==> src/rtl/ofp_pkg.sv <==
package ofp_pkg;
  typedef enum logic [2:0] {
    PH_RESET = 3'd0,
    PH_PRIME = 3'd1,
    PH_HOLD  = 3'd2,
    PH_GAP   = 3'd3,
    PH_RUN   = 3'd4
  } phase_e;

  localparam int CW_W    = 32;
  localparam int TAG_LSB = 30;
  localparam int DLY_LSB = 25;
  localparam int DLY_W   = 5;
  localparam int OP_W    = 3;
  localparam logic [1:0]      CW_TAG     = 2'b01;
  localparam logic [OP_W-1:0] OP_NONDATA = 3'b100;
  localparam logic [OP_W-1:0] OP_DATA    = 3'b001;
endpackage

==> src/rtl/ofp_phase_fsm.sv <==
module ofp_phase_fsm
  import ofp_pkg::*;
#(
  parameter int GAP = 2
) (
  input  logic   clk,
  input  logic   rst,
  input  logic   of_full,
  output phase_e phase
);
  localparam int GAP_W = (GAP < 2) ? 1 : $clog2(GAP + 1);

  logic [GAP_W-1:0] gap_cnt;

  always_ff @(posedge clk) begin
    if (rst) begin
      phase   <= PH_RESET;
      gap_cnt <= '0;
    end else begin
      case (phase)
        PH_RESET: phase <= PH_PRIME;
        PH_PRIME: if (of_full) phase <= PH_HOLD;
        PH_HOLD: begin
          if (!of_full) begin
            if (GAP <= 1) begin
              phase <= PH_RUN;
            end else begin
              phase   <= PH_GAP;
              gap_cnt <= GAP_W'(GAP - 1);
            end
          end
        end
        PH_GAP: begin
          if (gap_cnt <= GAP_W'(1)) phase <= PH_RUN;
          else gap_cnt <= gap_cnt - 1'b1;
        end
        PH_RUN:  phase <= PH_RUN;
        default: phase <= PH_RESET;
      endcase
    end
  end

  // run phase is left only through reset
  assert_run_sticky_R9: assert property (@(posedge clk) disable iff (rst)
    phase == PH_RUN |=> phase == PH_RUN);

  // hold persists while the flag stays high
  assert_hold_while_full_R6: assert property (@(posedge clk) disable iff (rst)
    (phase == PH_HOLD && of_full) |=> phase == PH_HOLD);
endmodule

==> src/rtl/ofp_word_fmt.sv <==
module ofp_word_fmt
  import ofp_pkg::*;
#(
  parameter logic [DLY_W-1:0] DELAY_VAL = '1
) (
  input  phase_e          phase,
  output logic [CW_W-1:0] cw_word
);
  always_comb begin
    cw_word = '0;
    cw_word[TAG_LSB +: 2]     = CW_TAG;
    cw_word[DLY_LSB +: DLY_W] = DELAY_VAL;
    cw_word[OP_W-1:0]         = (phase == PH_RUN) ? OP_DATA : OP_NONDATA;
  end
endmodule

==> src/rtl/ofp_out_writer.sv <==
module ofp_out_writer
  import ofp_pkg::*;
#(
  parameter int                 ENTRY_W   = 16,
  parameter logic [ENTRY_W-1:0] NOP_ENTRY = '0
) (
  input  phase_e             phase,
  input  logic               of_full,
  input  logic [ENTRY_W-1:0] usr_data,
  output logic               of_wr,
  output logic [ENTRY_W-1:0] of_entry
);
  always_comb begin
    of_wr    = (phase == PH_RUN) || (phase == PH_PRIME && !of_full);
    of_entry = (phase == PH_RUN) ? usr_data : NOP_ENTRY;
  end
endmodule

==> src/rtl/ofifo_prime_seq.sv <==
module ofifo_prime_seq
  import ofp_pkg::*;
#(
  parameter int                 ENTRY_W   = 16,
  parameter int                 GAP       = 2,
  parameter logic [DLY_W-1:0]   DELAY_VAL = '1,
  parameter logic [ENTRY_W-1:0] NOP_ENTRY = '0
) (
  input  logic               clk,
  input  logic               rst,
  input  logic               cw_full,
  input  logic               of_full,
  input  logic [ENTRY_W-1:0] usr_data,
  output logic               cw_wr,
  output logic [CW_W-1:0]    cw_word,
  output logic               of_wr,
  output logic [ENTRY_W-1:0] of_entry,
  output logic               ready
);
  phase_e phase;

  ofp_phase_fsm #(.GAP(GAP)) u_fsm (
    .clk     (clk),
    .rst     (rst),
    .of_full (of_full),
    .phase   (phase)
  );

  ofp_word_fmt #(.DELAY_VAL(DELAY_VAL)) u_word (
    .phase   (phase),
    .cw_word (cw_word)
  );

  ofp_out_writer #(.ENTRY_W(ENTRY_W), .NOP_ENTRY(NOP_ENTRY)) u_wr (
    .phase    (phase),
    .of_full  (of_full),
    .usr_data (usr_data),
    .of_wr    (of_wr),
    .of_entry (of_entry)
  );

  assign cw_wr = (phase != PH_RESET) && !cw_full;
  assign ready = (phase == PH_RUN);

  assert_no_cw_push_full_R4: assert property (@(posedge clk) disable iff (rst)
    cw_full |-> !cw_wr);

  assert_no_prime_write_full_R6: assert property (@(posedge clk) disable iff (rst)
    (of_full && !ready) |-> !of_wr);

  assert_run_data_op_R3: assert property (@(posedge clk) disable iff (rst)
    ready |-> cw_word[OP_W-1:0] == OP_DATA);

  assert_run_writes_R8: assert property (@(posedge clk) disable iff (rst)
    ready |-> of_wr);

  assert_prime_nop_R5: assert property (@(posedge clk) disable iff (rst)
    (of_wr && !ready) |-> of_entry == NOP_ENTRY);
endmodule

==> config.mk <==
export PLATFORM = sky130hd
export DESIGN_NAME = ofifo_prime_seq
export DESIGN_NICKNAME = d
export VERILOG_FILES = /design/src/rtl/ofp_pkg.sv /design/src/rtl/ofp_phase_fsm.sv /design/src/rtl/ofp_word_fmt.sv /design/src/rtl/ofp_out_writer.sv /design/src/rtl/ofifo_prime_seq.sv
export SDC_FILE = /design/constraint.sdc
export NUM_CORES = 1
export LEC_CHECK = 0
export ABC_AREA = 1
export BUFFER_PORTS_ARGS = -buffer_cell sky130_fd_sc_hd__buf_2
export CORE_MARGIN = 2
export CORE_UTILIZATION = 38
export CTS_CLUSTER_SIZE = 25
export DETAILED_ROUTE_END_ITERATION = 8
export HOLD_SLACK_MARGIN = 0.15
export PLACE_DENSITY = 0.85
export SYNTH_ARGS = -nofsm -noshare
export SYNTH_HDL_FRONTEND = slang
export SYNTH_SLANG_ARGS = --single-unit
==> constraint.sdc <==
create_clock -name clk -period 1.85 [get_ports clk]
set_input_delay 0.2775 -clock clk [delete_from_list [all_inputs] [get_ports clk]]
set_output_delay 0.2775 -clock clk [all_outputs]
set_load 0.05 [all_outputs]
## After elaboration in Yosys (flattened, before gate mapping)

Index checks and enable logic that the tools add are counted.

| storage, ports and cells | value |
|---|---|
| register bits after elaboration | 5 |
| bits of input ports | 20 |
| output and inout bits | 51 |
| logic and storage cells | 31 |

| operators by class | value |
|---|---|
| $add $sub $neg | 1 |
| order comparisons | 1 |
| eq/ne operators | 8 |
| muxes and demuxes | 9 |
| reductions and logical operators | 10 |

Operator list:

| kind | number |
|---|---|
| 2-to-1 mux 16 bit | 1 |
| one-hot mux 3 bit (5 select lines) | 1 |
| 2-to-1 mux 3 bit | 4 |
| equality test 3 x 2 -> 1 bit (second input constant) | 2 |
| != test 2 bit (second input constant) | 3 |
| AND reduction 3 bit | 2 |
| 2-to-1 mux 2 bit | 2 |
| one-hot mux 2 bit (2 select lines) | 1 |
| equality test 3 x 1 -> 1 bit (second input constant) | 1 |
| equality test 3 bit (second input constant) | 1 |
| zero test 3 bit | 1 |
| nonzero test 3 bit | 1 |
| <= comparator 2 x 1 -> 1 bit (second input constant) | 1 |
| logical AND 1 bit | 2 |
| zero test 1 bit | 2 |
| != test 2 x 1 -> 1 bit (second input constant) | 1 |
| nonzero test 2 bit | 1 |
| subtractor 2 x 1 -> 2 bit (second input constant) | 1 |
| logical OR 1 bit | 1 |

## Longest topological paths before layout

Gate-level depths: netlist of the first run.

| logic depth | value |
|---|---|
| word-level depth | 3 |
| gate-level depth with buffers | 10 |
| gate-level depth less buffers | 10 |

## Modules after synthesis

Synthesis of the first run repeated with hierarchy kept, for this count alone.

| unflattened totals | value |
|---|---|
| cells, all modules | 131 |
| area total of the unflattened synthesis | 787.0 um^2 |

Modules (own cells, without submodules):

| module | instances | cells each | area each (um^2) | seq. area each (um^2) |
|---|---|---|---|---|
| ofp_phase_fsm | 1 | 50 | 320.3 | 100.1 |
| ofp_word_fmt | 1 | 37 | 254.0 | 0.0 |
| ofp_out_writer | 1 | 40 | 195.2 | 0.0 |
| ofifo_prime_seq | 1 | 4 | 17.5 | 0.0 |

## Least setup slack after synthesis of the first run

OpenSTA, ideal clock, no wires.

| timing path | value |
|---|---|
| kind | reg2out |
| start point | register u_fsm.phase[2] |
| end point | output port of_entry[10] |
| data arrival time | 2.003 ns |
| required time | 1.572 ns |
| path slack | -0.431 ns |
| stages on the path, launching flop included | 6 |
| path buffers | 1 |
| cell sequence | dfxtp_1 inv_2 nor3_4 inv_2 buf_6 nor2_1 |

| between the ends | value |
|---|---|
| cells in the longest elaborated chain, start to end | 2 |

RTL lines:

| element | line | RTL |
|---|---|---|
| from (decl) | ofp_phase_fsm.sv:9 | `output phase_e phase` |
| from (signal assigned) | ofp_phase_fsm.sv:17 | `phase <= PH_RESET;` |
| from (signal assigned) | ofp_phase_fsm.sv:21 | `PH_RESET: phase <= PH_PRIME;` |
| from (signal assigned) | ofp_phase_fsm.sv:22 | `PH_PRIME: if (of_full) phase <= PH_HOLD;` |
| equality test 3 bit | n/a |  |
| via ready | ofifo_prime_seq.sv:18 | `output logic ready` |
| 2-to-1 mux 16 bit | ofp_out_writer.sv:15 | `of_entry = (phase == PH_RUN) ? usr_data : NOP_ENTRY;` |
| to (decl) | ofifo_prime_seq.sv:17 | `output logic [ENTRY_W-1:0] of_entry,` |

The timed path passes the listed nets, and every way through them passes these cells.

## Final worst setup path of the first run

| timing path | value |
|---|---|
| start point | register u_fsm.phase[2] |
| end point | output port of_entry[4] |

| between the ends | value |
|---|---|
| cells in the longest elaborated chain, start to end | 2 |

RTL lines:

| element | line |
|---|---|
| equality test 3 bit | ofp_out_writer.sv:15 |
| 2-to-1 mux 16 bit | ofp_out_writer.sv:15 |

Every way passes these cells.

==> results.toml, run 1 <==
[outcome]
outcome = "completed"

[logic_synthesis]
synthFlopType = "dfxtp_1"
synth_edf_count = 0
synth-seq-cells = 5
synth_most_common_cell = "buf_4"
ys_warn_count = 0
netlist_top_cells_count = "buf_4 (31), inv_1 (23), nor2_1 (21)"
synth_cells = 117
netlist.top_cell.by_area = "buf_4"
ys_seq_area_share_pct = 14.2
synth_top_area_share_pct = 33.1
syn-mean-instance-area_um2 = 6.01
async_reset_ff_share_pct = 0
synthTopCellsByArea = "buf_4 (33%), dfxtp_1 (14%), inv_1 (12%), nor2_1 (11%), nand2_1 (6.4%)"
synth_area_um2 = 703
ys_types = 17

[clocking]
postCtsResizedCells = 0
path_clk_slew_ns = 0.04
post_cts_buffers = 0
clk_latency_ns = 0.24
cts_buffers = 3
clockBufferDepth = 2
cts_num_sinks = 5
cts_tree = "yes"
cts_hold_buffers = 0
clk_root_buffer_cell = "clkbuf_4"
h-tree-depth = 1

[timing]
fin_crit_ns = 1.79
fin_ws_ns = 0.0578
fin_setup_tns_ns = 0
fin_skew_ns = 0.000361
finalHoldViolCount = 0
fmax_ghz = 0.558
finalCritPeriodShare_pct = 96.9
slew_violations = 0
setup_violations = 0

[die]
die_h_um = 47.0
design.core.area_um2 = 1730
start_util_pct = 40.7
fp-row-count = 15
num_io_pins = 71
die-area_um2 = 2210
die_w_um = 47.0

[finish]
final_util_pct = 53.6
drive_gt1_share_pct = 42.7
layoutNonFillerInstCount = 182
multi_input_area_um2 = 443
diodes = 0
fin_nets = 179
syn2layout_area_growth_pct = 31.7
ff_latch_area_um2 = 104
n_fill_cell = 163

[critical_path]
arrival_ns = 1.51
crit_path_end_kind = "output port"
cp.required_ns = 1.57
critPathKind = "reg2out"
crit_path_start_kind = "register"
cp_max_fo = 18

[route]
postRouteAntennaNets = 0
drc = 0
wl_per_cell_um = 8.36
wl_mm = 1.52
drt_iter0_markers = 2
vias = 698
first_pass_iters = 4
via_per_inst = 3.84

[global_route]
grt_pass1_vias = 534
grtUsageTotal_pct = 11.3
grt_overflow = 0
antenna_found_initial = 0
grt_start_max_net_pins = 19
grt_pass1_wl_mm = 1.84

[pwr]
leakage_uw = 0.000571
powerDensity_nw_per_um2 = 691
vdd_drop_max_mv = 0.396
total_power_uw = 639

[min_path]
min_path_type = "in2reg"

[placed_design]
portBuffers = 40
place_congestion = 0.700
dp.cells = 178
place_hpwl_mm = 1.30
dp_worst_setup_slack_ns = 0.291

[job]
maxCapViolCount = 0
[path summary, 6_finish.rpt]
kind | startpoint | to | slack, ns | depth (start not counted)
worst max-delay path | u_fsm.phase[2]$_SDFFE_PP0P_ | of_entry[4] | 0.06 | 5
worst min-delay path | rst | u_fsm.phase[1]$_SDFFE_PP0P_ | 0.24 | 2
worst max register to register | u_fsm.phase[1]$_SDFFE_PP0P_ | u_fsm.gap_cnt[1]$_SDFFE_PP0P_ | 0.64 | 7
worst min register to register | u_fsm.gap_cnt[1]$_SDFFE_PP0P_ | u_fsm.gap_cnt[1]$_SDFFE_PP0P_ | 0.53 | 2
[registers in the layout, summed over array words and instances (netlist names)]
register       count
u_fsm.phase        3
u_fsm.gap_cnt      2
[cell type report]
| class | instances | share of cell area (%) |
|---|---|---|
| Multi-Input combinational cell | 83 | 47.8 |
| Timing Repair Buffer | 40 | 24.1 |
| Sequential cell | 5 | 11.2 |
| Inverter | 25 | 10.7 |
| Tap cell | 25 | 3.38 |
| Clock buffer | 4 | 2.84 |
[per-layer routing]
metal	wire length [µm]	part of all wire, %	up-vias	track usage (%)
li1	-	-	357	-
met3	199	13	0	2.31
met5	0	0	-	0
met1	509	33	293	9.47
met2	813	53	48	25.2
met4	0	0	0	3.33
[critical path, cell delays in order (launching register included)]
cell and delay [ns]:
dfxtp_4 0.38, inv_4 0.05, nor3_4 0.26, inv_4 0.19, nor2_4 0.12, buf_2 0.27
[cells in the final DEF, fill, tap and decap left out]
master,n
a21oi_1,3
buf_2,31
clkbuf_1,1
clkbuf_4,12
conb_1,30
dfxtp_1,4
dfxtp_4,1
ha_1,1
inv_1,23
inv_4,2
nand2_1,11
nand2_2,3
nand3_1,6
nand4_1,1
nor2_1,9
nor2_2,8
nor2_4,9
nor3_1,1
nor3_4,1
[kinds of logic (layout without fill, tap and decap cells)]
family,Yosys count,after routing,share of synthesized area [%]
and+or+nand+nor,49,49,32.7
DFF,5,5,14.2
buffers and inverters,57,69,48.0
other,2,30,1.07
adders and majority gates,1,1,1.78
AOI/OAI and AO/OA,3,3,2.13
[per-stage QoR]
step / instance area [µm²] / hold WS [ns]
after global routing: 926 / 0.248
after floorplan: 898 / 0.347
final: 926 / 0.238
after global placement: 877 / 0.472
after CTS: 903 / 0.237
after detailed placement: 877 / 0.485
[power breakdown]
group          internal (µW)  total, µW  switching, µW
registers                126        153           27.7
logic                   73.6        365            291
clock network           81.2        121           40.2
total                    281        639            359
Note: power is estimated with default switching activity, not from simulation.
==> run 2, diff against run 1 <==
--- a/config.mk
+++ b/config.mk
@@ -5,14 +5,14 @@
 export SDC_FILE = /design/constraint.sdc
 export NUM_CORES = 1
 export LEC_CHECK = 0
-export ABC_AREA = 1
 export BUFFER_PORTS_ARGS = -buffer_cell sky130_fd_sc_hd__buf_2
 export CORE_MARGIN = 2
-export CORE_UTILIZATION = 38
+export CORE_UTILIZATION = 37
 export CTS_CLUSTER_SIZE = 25
 export DETAILED_ROUTE_END_ITERATION = 8
 export HOLD_SLACK_MARGIN = 0.15
-export PLACE_DENSITY = 0.85
+export PLACE_DENSITY = 0.84
+export RECOVER_POWER = 50
 export SYNTH_ARGS = -nofsm -noshare
 export SYNTH_HDL_FRONTEND = slang
 export SYNTH_SLANG_ARGS = --single-unit
==> run 2 against run 1 <==
Against the previous run: combinational power is 33% lower; worst setup slack improved by 0.047 ns; area after synthesis down 3.6%; critical path depth is 1 lower; power down 23%; utilization down 6.4 points; clock-buffer cell count unchanged; synthesized cell count decreased by 27%; global-route usage fell by 0.74 points; largest cell class unchanged; clock skew hardly changed.
==> results.toml, run 2 <==
[outcome]
outcome = "completed"

[logic_synthesis]
ys_seq_area_share_pct = 14.8
synth_compound_area_share_pct = 8.30
netlist_top_cells_count = "buf_4 (32), and2_1 (16), dfxtp_1 (5)"
synth_cells = 85
ys_warn_count = 0
synth_top_area_share_pct = 35.4
synthFlopType = "dfxtp_1"
synthMuxAreaShare_pct = 2.21
synth_area_um2 = 678
synth_edf_count = 0
netlist.top_cell.by_area = "buf_4"
yosys.area_share.simple_pct = 32.7
syn-mean-instance-area_um2 = 7.98
ys_types = 27
synth-xor-area-share_pct = 0
synth_top_family_by_area = "buffers and inverters"
synth_most_common_cell = "buf_4"
async_reset_ff_share_pct = 0
synth-seq-cells = 5
synthTopCellsByArea = "buf_4 (35%), and2_1 (15%), dfxtp_1 (15%), nand2b_1 (2.8%), nor3b_4 (2.8%)"
yosys.area_share.adder_pct = 1.85

[timing]
setup_violations = 0
rsz0062_at_grt = "false"
slew_violations = 0
fmax_ghz = 0.573
fin_setup_tns_ns = 0
finalHoldViolCount = 0
finalCritPeriodShare_pct = 94.3
hold_ws_ns = 0.270
fin_crit_ns = 1.74
fin_skew_ns = 0.000604

[job]
maxCapViolCount = 0

[die]
fp-row-count = 15
design.core.area_um2 = 1730
die_w_um = 46.8
num_io_pins = 71
start_util_pct = 39.3
die-area_um2 = 2190
die_h_um = 46.8

[route]
via_per_inst = 3.91
drt_iter0_markers = 9
vias = 591
drc = 0
postRouteAntennaNets = 0
first_pass_iters = 3
wl_per_cell_um = 8.49
wl_mm = 1.28

[clocking]
path_clk_slew_ns = 0.04
cts_tree = "yes"
cts_num_sinks = 5
clk_latency_ns = 0.24
h-tree-depth = 1
clk_root_buffer_cell = "clkbuf_4"
cts_buffers = 3
clockBufferDepth = 2

[finish]
multi_input_area_um2 = 410
reg.largest.list = "u_fsm.phase: 3 flops, u_fsm.gap_cnt: 2 flops"
diodes = 0
largest_reg_flops = 3
final_common_cell = "buf_2"
regMostFlops = "u_fsm.phase"
drive_gt1_share_pct = 41.3
syn2layout_area_growth_pct = 20.1
final_cell_mix = "buf_2 (32), conb_1 (30), and2_1 (16)"
fin_nets = 148
ff_latch_area_um2 = 100
n_fill_cell = 188

[global_route]
grtUsageMet2_pct = 23.0
grt_start_max_net_pins = 20
grt_pass1_wl_mm = 1.64
antenna_found_initial = 0
grt_pass1_vias = 458
grt_overflow = 0
top_usage_layer = "met2"
grtUsageTotal_pct = 10.6
met3_usage_pct = 5.77
grt_use_met1_pct = 7.71

[min_path]
min_path_type = "in2reg"

[critical_path]
crit_path_end_kind = "output port"
crit_path_start_kind = "register"
cp_max_fo = 19
arrival_ns = 1.47
critPathKind = "reg2out"
cp.required_ns = 1.57

[placed_design]
place_hpwl_mm = 1.13
place_congestion = 0.688
portBuffers = 40

[pwr]
leakage_uw = 0.000461
vdd_drop_max_mv = 0.472
powerDensity_nw_per_um2 = 605
-- run 2: changes by cell type after synthesis, sizes merged, moves of 2 or more --
cell and delta:
nor2 -24, nand2 -14, inv -22, nand2b +3
nor3b +2, and2 +16, nand3 -5, a211oi +2
-- run 2: path summary, 6_finish.rpt --
kind                                                     from  cells past startpoint                       endpoint  slack, ns
worst max-delay path              u_fsm.phase[2]$_SDFFE_PP0P_                      4                    of_entry[7]       0.11
worst max register to register  u_fsm.gap_cnt[1]$_SDFFE_PP0P_                      5    u_fsm.phase[0]$_SDFFE_PP0P_       0.32
worst min-delay path                                      rst                      2    u_fsm.phase[2]$_SDFFE_PP0P_       0.27
worst min register to register  u_fsm.gap_cnt[1]$_SDFFE_PP0P_                      2  u_fsm.gap_cnt[1]$_SDFFE_PP0P_       0.49
-- run 2: metal layers --
metal  vias up  part of all wire [%]
li1        294                     -
met1       252                    34
met2        45                    53
met3         0                    13
met4         0                     0
met5         -                     0
-- run 2: through the flow --
| step | cell area, µm² | worst slack [ns] | total power, µW | std cells | util, % |
|---|---|---|---|---|---|
| after floorplan | 783 | 0.161 | 385 | 113 | - |
| after global placement | 771 | 0.217 | 369 | 146 | 44.6 |
| after detailed placement | 771 | 0.161 | 371 | 146 | 44.6 |
| after CTS | 817 | 0.0671 | 500 | 151 | 47.3 |
| after global routing | 815 | 0.0201 | 519 | 151 | 47.2 |
| final | 815 | 0.105 | 492 | 151 | 47.2 |
-- run 2: kinds of logic after synthesis --
logic type / after synthesis
flops: 5
other cells: 2
compound gates: 8
mux: 1
buf+inv: 36
fa+ha+maj: 1
simple gates: 32
-- run 2: final cells by class --
type	count	area share, %
Clock buffer	4	3.23
Inverter	3	1.69
Multi-Input combinational cell	72	50.4
Sequential cell	5	12.3
Tap cell	25	3.84
Timing Repair Buffer	42	28.6
-- run 2: critical path, cell delays in order, from the launching register on --
cell and delay (ns):
dfxtp_1 0.42, nor3b_4 0.26, buf_12 0.16, and2_1 0.12, clkbuf_2 0.27
-- run 2: timing repair --
| item | CTS | global route |
|---|---|---|
| setup buffers | 1 | 0 |
| resized for setup | 0 | 2 |
| hold buffers | 0 | 0 |
| pin swaps | 0 | 0 |
| endpoints found under the setup margin | 16 | 2 |
-- run 2: power breakdown --
group | internal (µW) | switching (µW)
registers | 114 | 8.33
clock network | 81.4 | 42.8
logic | 46.1 | 200
